**src/rtl/spi_pin_pkg.sv**
```systemverilog
package spi_pin_pkg;

    localparam int REG_W  = 8;
    localparam int PIN_N  = 4;

    localparam int PIN_MISO = 0;
    localparam int PIN_MOSI = 1;
    localparam int PIN_SCK  = 2;
    localparam int PIN_SS   = 3;

    typedef struct packed {
        logic [2:0] spare;
        logic       wait_hold;
        logic       lsb_first;
        logic       ss_oe;
        logic       single_wire;
        logic       master;
    } ctrl_t;

    typedef struct packed {
        logic [PIN_N-1:0] port;
        logic [PIN_N-1:0] dir;
    } pinreg_t;

    typedef struct packed {
        logic oe;
        logic val;
    } drive_t;

    function automatic drive_t slave_data(input logic dir_bit, input logic master,
                                          input logic ss_level, input logic tx);
        drive_t d;
        d.oe  = dir_bit & ~master & ~ss_level;
        d.val = tx;
        return d;
    endfunction

    function automatic drive_t master_data(input logic dir_bit, input logic master,
                                           input logic tx);
        drive_t d;
        d.oe  = dir_bit & master;
        d.val = tx;
        return d;
    endfunction

    function automatic drive_t gpio_drive(input logic dir_bit, input logic port_bit);
        drive_t d;
        d.oe  = dir_bit;
        d.val = port_bit;
        return d;
    endfunction

endpackage

```
**src/rtl/spi_ctrl_regs.sv**
```systemverilog
module spi_ctrl_regs
    import spi_pin_pkg::*;
(
    input  logic             clk,
    input  logic             rst,
    input  logic             wr,
    input  logic             addr,
    input  logic [REG_W-1:0] wdata,
    output logic [REG_W-1:0] rdata,
    output logic             master,
    output logic             single_wire,
    output logic             ss_oe,
    output logic             lsb_first,
    output logic             wait_hold,
    output logic [PIN_N-1:0] dir,
    output logic [1:0]       port_data
);

    ctrl_t   ctrl_q;
    pinreg_t pin_q;

    always_ff @(posedge clk) begin
        if (rst) begin
            ctrl_q <= '0;
            pin_q  <= '0;
        end else if (wr) begin
            if (addr) pin_q  <= pinreg_t'(wdata);
            else      ctrl_q <= ctrl_t'(wdata);
        end
    end

    always_comb begin
        rdata = addr ? REG_W'(pin_q) : REG_W'(ctrl_q);
    end

    assign master      = ctrl_q.master;
    assign single_wire = ctrl_q.single_wire;
    assign ss_oe       = ctrl_q.ss_oe;
    assign lsb_first   = ctrl_q.lsb_first;
    assign wait_hold   = ctrl_q.wait_hold;
    assign dir         = pin_q.dir;
    assign port_data   = {pin_q.port[PIN_MOSI], pin_q.port[PIN_MISO]};

endmodule

```
**src/rtl/spi_sck_gen.sv**
```systemverilog
module spi_sck_gen #(
    parameter int XFER_BITS = 8,
    localparam int EDGES    = 2 * XFER_BITS,
    localparam int CNT_W    = $clog2(EDGES)
) (
    input  logic             clk,
    input  logic             rst,
    input  logic             start,
    input  logic             master,
    input  logic             tick,
    input  logic             run,
    output logic             sck,
    output logic             busy,
    output logic [CNT_W-1:0] edge_cnt
);

    localparam logic [CNT_W-1:0] LAST_EDGE = CNT_W'(EDGES - 1);

    always_ff @(posedge clk) begin
        if (rst) begin
            sck      <= 1'b0;
            busy     <= 1'b0;
            edge_cnt <= '0;
        end else if (!busy) begin
            if (start && master) begin
                busy     <= 1'b1;
                edge_cnt <= '0;
                sck      <= 1'b0;
            end
        end else if (tick && run) begin
            sck <= ~sck;
            if (edge_cnt == LAST_EDGE) begin
                busy     <= 1'b0;
                edge_cnt <= '0;
            end else begin
                edge_cnt <= edge_cnt + 1'b1;
            end
        end
    end

endmodule

```
**src/rtl/spi_pin_mux.sv**
```systemverilog
module spi_pin_mux
    import spi_pin_pkg::*;
(
    input  logic             master,
    input  logic             single_wire,
    input  logic             ss_oe,
    input  logic [PIN_N-1:0] dir,
    input  logic [1:0]       port_data,
    input  logic [PIN_N-1:0] pad_in,
    input  logic             mtx,
    input  logic             stx,
    input  logic             gen_sck,
    input  logic             busy,
    output logic [PIN_N-1:0] pad_out,
    output logic [PIN_N-1:0] pad_oe,
    output logic             rx
);

    drive_t miso_d, mosi_d, sck_d, ss_d;

    always_comb begin
        miso_d = slave_data(dir[PIN_MISO], master, pad_in[PIN_SS], stx);
        mosi_d = master_data(dir[PIN_MOSI], master, mtx);
        rx     = master ? pad_in[PIN_MISO] : pad_in[PIN_MOSI];

        if (single_wire) begin
            if (master) begin
                miso_d = gpio_drive(dir[PIN_MISO], port_data[0]);
                rx     = pad_in[PIN_MOSI];
            end else begin
                mosi_d = gpio_drive(dir[PIN_MOSI], port_data[1]);
                rx     = pad_in[PIN_MISO];
            end
        end

        sck_d.oe  = dir[PIN_SCK] & master;
        sck_d.val = gen_sck;
        ss_d.oe   = dir[PIN_SS] & ss_oe & master;
        ss_d.val  = ~busy;
    end

    always_comb begin
        pad_oe  = '0;
        pad_out = '0;
        pad_oe[PIN_MISO]  = miso_d.oe;
        pad_out[PIN_MISO] = miso_d.val;
        pad_oe[PIN_MOSI]  = mosi_d.oe;
        pad_out[PIN_MOSI] = mosi_d.val;
        pad_oe[PIN_SCK]   = sck_d.oe;
        pad_out[PIN_SCK]  = sck_d.val;
        pad_oe[PIN_SS]    = ss_d.oe;
        pad_out[PIN_SS]   = ss_d.val;
    end

endmodule

```
**src/rtl/spi_pin_router.sv**
```systemverilog
module spi_pin_router
    import spi_pin_pkg::*;
#(
    parameter int XFER_BITS = 8
) (
    input  logic             clk,
    input  logic             rst,
    input  logic             reg_wr,
    input  logic             reg_addr,
    input  logic [REG_W-1:0] reg_wdata,
    output logic [REG_W-1:0] reg_rdata,
    input  logic [PIN_N-1:0] pad_in,
    output logic [PIN_N-1:0] pad_out,
    output logic [PIN_N-1:0] pad_oe,
    input  logic             sh_mtx,
    input  logic             sh_stx,
    output logic             sh_rx,
    output logic             sh_sck_in,
    output logic             sh_ss_in,
    output logic             sh_lsb_first,
    input  logic             xfer_start,
    input  logic             baud_tick,
    input  logic             wait_mode,
    output logic             xfer_busy
);

    localparam int CNT_W = $clog2(2 * XFER_BITS);

    logic             master, single_wire, ss_oe, lsb_first, wait_hold;
    logic [PIN_N-1:0] dir;
    logic [1:0]       port_data;
    logic             gen_sck, run;
    logic [CNT_W-1:0] edge_cnt;

    spi_ctrl_regs u_regs (
        .clk         (clk),
        .rst         (rst),
        .wr          (reg_wr),
        .addr        (reg_addr),
        .wdata       (reg_wdata),
        .rdata       (reg_rdata),
        .master      (master),
        .single_wire (single_wire),
        .ss_oe       (ss_oe),
        .lsb_first   (lsb_first),
        .wait_hold   (wait_hold),
        .dir         (dir),
        .port_data   (port_data)
    );

    assign run = ~(wait_hold & wait_mode);

    spi_sck_gen #(.XFER_BITS(XFER_BITS)) u_sck (
        .clk      (clk),
        .rst      (rst),
        .start    (xfer_start),
        .master   (master),
        .tick     (baud_tick),
        .run      (run),
        .sck      (gen_sck),
        .busy     (xfer_busy),
        .edge_cnt (edge_cnt)
    );

    spi_pin_mux u_mux (
        .master      (master),
        .single_wire (single_wire),
        .ss_oe       (ss_oe),
        .dir         (dir),
        .port_data   (port_data),
        .pad_in      (pad_in),
        .mtx         (sh_mtx),
        .stx         (sh_stx),
        .gen_sck     (gen_sck),
        .busy        (xfer_busy),
        .pad_out     (pad_out),
        .pad_oe      (pad_oe),
        .rx          (sh_rx)
    );

    assign sh_sck_in    = pad_in[PIN_SCK];
    assign sh_ss_in     = pad_in[PIN_SS];
    assign sh_lsb_first = lsb_first;

endmodule

```
**config.mk**
```make
export PLATFORM = sky130hd
export DESIGN_NAME = spi_pin_router
export DESIGN_NICKNAME = d
export VERILOG_FILES = /design/src/rtl/spi_pin_pkg.sv /design/src/rtl/spi_ctrl_regs.sv /design/src/rtl/spi_sck_gen.sv /design/src/rtl/spi_pin_mux.sv /design/src/rtl/spi_pin_router.sv
export SDC_FILE = /design/constraint.sdc
export NUM_CORES = 1
export LEC_CHECK = 0
export BUFFER_PORTS_ARGS = -buffer_cell sky130_fd_sc_hd__buf_2
export CORE_MARGIN = 1.5
export CORE_UTILIZATION = 50
export DETAILED_ROUTE_END_ITERATION = 7
export GPL_TIMING_DRIVEN = 0
export PLACE_DENSITY = 0.79
export SLEW_MARGIN = 15
export SYNTH_ARGS = -nofsm -noshare
export SYNTH_HDL_FRONTEND = slang
export SYNTH_HIERARCHICAL = 1
export SYNTH_SLANG_ARGS = --single-unit
```
**constraint.sdc**
```tcl
create_clock -name clk -period 3.02 [get_ports clk]
set_clock_uncertainty 0.15 [all_clocks]
set_input_delay 0.151 -clock clk [delete_from_list [all_inputs] [get_ports clk]]
set_output_delay 0.151 -clock clk [all_outputs]
set_load 0.05 [all_outputs]
```
==> qor.csv <==
metric,value,unit
fraction of registers with async set/reset,0,%
total number of vias,1048,
Row Count,17,
Comb pwr share,25.7,%
Syn Area/Cell,9.55,µm²
critical path arrival,1.61,ns
Max VDD drop,312,µV
Num CTS Buffers,3,
initial antenna violation count,0,
Post-CTS Setup Inserts,0,
drt first-iter violations,21,
Synth top area share,35.5,%
Initial Utilization,54.5,%
Final nets,204,
"Cell Area, Synth",1240,µm²
critical path's slowest cell,dfxtp_1,
Die Area,2790,µm²
outcome,"complete, no violations",
cell family with most CP delay,flip-flops,
leakage,0.749,nW
Top Metal Used,met4,
Clock power frac,21.3,%
pin count of the biggest net entering global routing,14,
switching share of power,30.2,%
hpwl dp,1920,µm
layout cell share with drive strength beyond 1,38.3,%
min Tclk post-route,1.92,ns
Max Cap Viol,0,
Critical Path Fanout Max,11,
final wirelength,2620,µm
CORE AREA,2280,µm²
Overflow after GRT,0,
P&R area growth vs syn,26.4,%
register area share after synthesis,35.5,%
"Clk Latency, worst-skew pair",0.29,ns
vias per cell,5.04,
Power per Cell Area,376,nW/µm²
wl on met1,1220,µm
final hold violation count,0,
Post-Place Setup Slack,1.46,ns
clock sink count,22,
"Power, Total",0.590,mW
first-pass GRT wire length,4300,µm
H-tree depth reported by CTS,1,
synth warn,6,
clock root buffer,clkbuf_4,
GRT Total Usage,20.5,%
"EDFF count, synth",0,
Gate Count Post-Synth,130,
# DRC,0,
worst path required time,2.72,ns
Reg power frac,53.0,%
antenna-violating nets left,0,
Area contributors post-synth,"dfxtp_1, nand2b_1, mux2i_1",
RSZ-0062 raised after global routing,false,
fin crit share,63.4,%
Syn Nets,152,
wire per inst,12.6,µm
Die Wd,52.8,µm
via count of the first global-routing pass,1018,
Antenna diodes,0,
Die Y-Extent,52.8,µm
CP Cell Sequence,xor2_1 -> mux2_1 -> buf_2,
Fin Setup TNS,0,ns
Internal Pwr Total,0.412,mW
PnR worst setup slack,1.10,ns
Final GP Congestion,0.712,
Psw,0.178,mW
CTS tree,done,
IO Port Bufs,40,
routed wl met2,1250,µm
Hold Crit Class,in2reg,
Synth Flop Type,dfxtp_1,
leading area contributor after synthesis,dfxtp_1,
Startpoint Class,register,
relative slew slack,72.9,%
library cells used by synthesis,31,
crit path kind,reg2out,
Worst path max stage delay,0.59,ns
final core occ,68.9,%
Clock Path Buffers,2,
met3 wire len,131,µm
register bit count reported by yosys,22,
DRT Pass-1 Iters,4,
Final setup viols,0,
Slew @ Worst Pin,0.406,ns
achievable clock frequency,522,MHz
CP bufs+invs,1,
critical path capture point type,output port,
IO Pins,42,
"CTS clk-pin slew, worst paths",0.12,ns
fin. max-slew vios,0,
-- synth_stat cells (3+ instances only) --
cell	instances
a21oi_1	5
buf_4	9
buf_6	3
dfxtp_1	22
inv_1	3
mux2_2	10
mux2i_1	16
nand2_1	4
nand2b_1	26
nand3_1	6
-- layer usage --
metal | GRT usage (%) | up-vias
met1 | 24.4 | 480
met2 | 39.4 | 31
met5 | 0 | -
met3 | 2.00 | 2
met4 | 3.85 | 0
li1 | - | 535
-- logic make-up after synthesis --
kind of cell	after synthesis	share of synthesized area [%]
AND/OR/NAND/NOR	52	25.4
multiplexers	27	22.9
flip-flops	22	35.5
buffers and inverters	18	10.1
AO/OA/AOI/OAI	9	4.44
XOR/XNOR	1	0.706
adder cells (fa/ha/maj)	1	1.01
-- state kept, by name, summed over array words and instances (netlist names), 2 cells and up --
register and cells:
u_regs/ctrl_q 3, u_regs/pin_q 2, u_regs/port_data 2, u_sck/edge_cnt 4, u_regs/dir 4
-- worst reg2reg max path: cells and delay by family, from the launching register on --
family | cells | cell delay [ns]
AOI/OAI and AO/OA | 1 | 0.13
DFF | 1 | 0.48
and+or+nand+nor | 2 | 0.59
-- metrics by stage --
step / instance area [µm²] / std cells / hold slack [ns]
floorplan: 1240 / 130 / 0.0701
global placement: 1480 / 198 / 0.286
detailed placement: 1480 / 198 / 0.299
CTS: 1570 / 208 / 0.000298
global route: 1570 / 208 / 0.0289
finish: 1570 / 208 / 0.00430
-- final cells by class --
type	count	area, µm²
repair buffers	47	270
clock buffers	3	22.5
multi-input cells	90	676
fillers	189	707
well taps	28	35.0
plain buffers	15	114
inverters	3	11.3
flip-flops and latches	22	440
-- power groups by stage --
stage	Combinational [mW]	Sequential [mW]	Clock [mW]
after detailed placement	0.145	0.319	0
after global placement	0.142	0.319	0
final	0.151	0.313	0.126
after CTS	0.152	0.313	0.130
after global routing	0.162	0.315	0.145
after floorplan	0.105	0.320	0
-- placed cells by master (no fill, tap or decap), types with 2 or more instances in the layout --
| master | n |
|---|---|
| mux2i_1 | 16 |
| buf_4 | 9 |
| nand3b_1 | 2 |
| dfxtp_1 | 22 |
| nand3_1 | 6 |
| a21oi_1 | 5 |
| nand2_1 | 4 |
| nor2b_1 | 2 |
| clkbuf_4 | 3 |
| clkbuf_1 | 2 |
| nand4_1 | 2 |
| inv_1 | 3 |
| and3_1 | 2 |
| buf_6 | 3 |
| mux2_2 | 10 |
| buf_2 | 40 |
| dlygate4sd3_1 | 7 |
| nand2b_1 | 26 |
-- final timing paths --
| path | start | endpoint | slack, ns | cells after the start |
|---|---|---|---|---|
| setup / recovery | u_regs/master | sh_rx | 1.10 | 3 |
| hold / removal | reg_wdata[4] | u_regs/port_data[0] | 0.004 | 3 |
| setup reg to reg | u_sck/busy | u_sck/edge_cnt[3] | 1.61 | 3 |
| hold reg to reg | u_regs/ctrl_q[5] | u_regs/ctrl_q[5] | 0.33 | 2 |
-- what timing repair did --
action                                 in CTS  in global routing
gates resized for setup                     0                  0
endpoints found under the hold margin      12                  0
hold buffers                                7                  0
(Power assumes the default switching activity.)
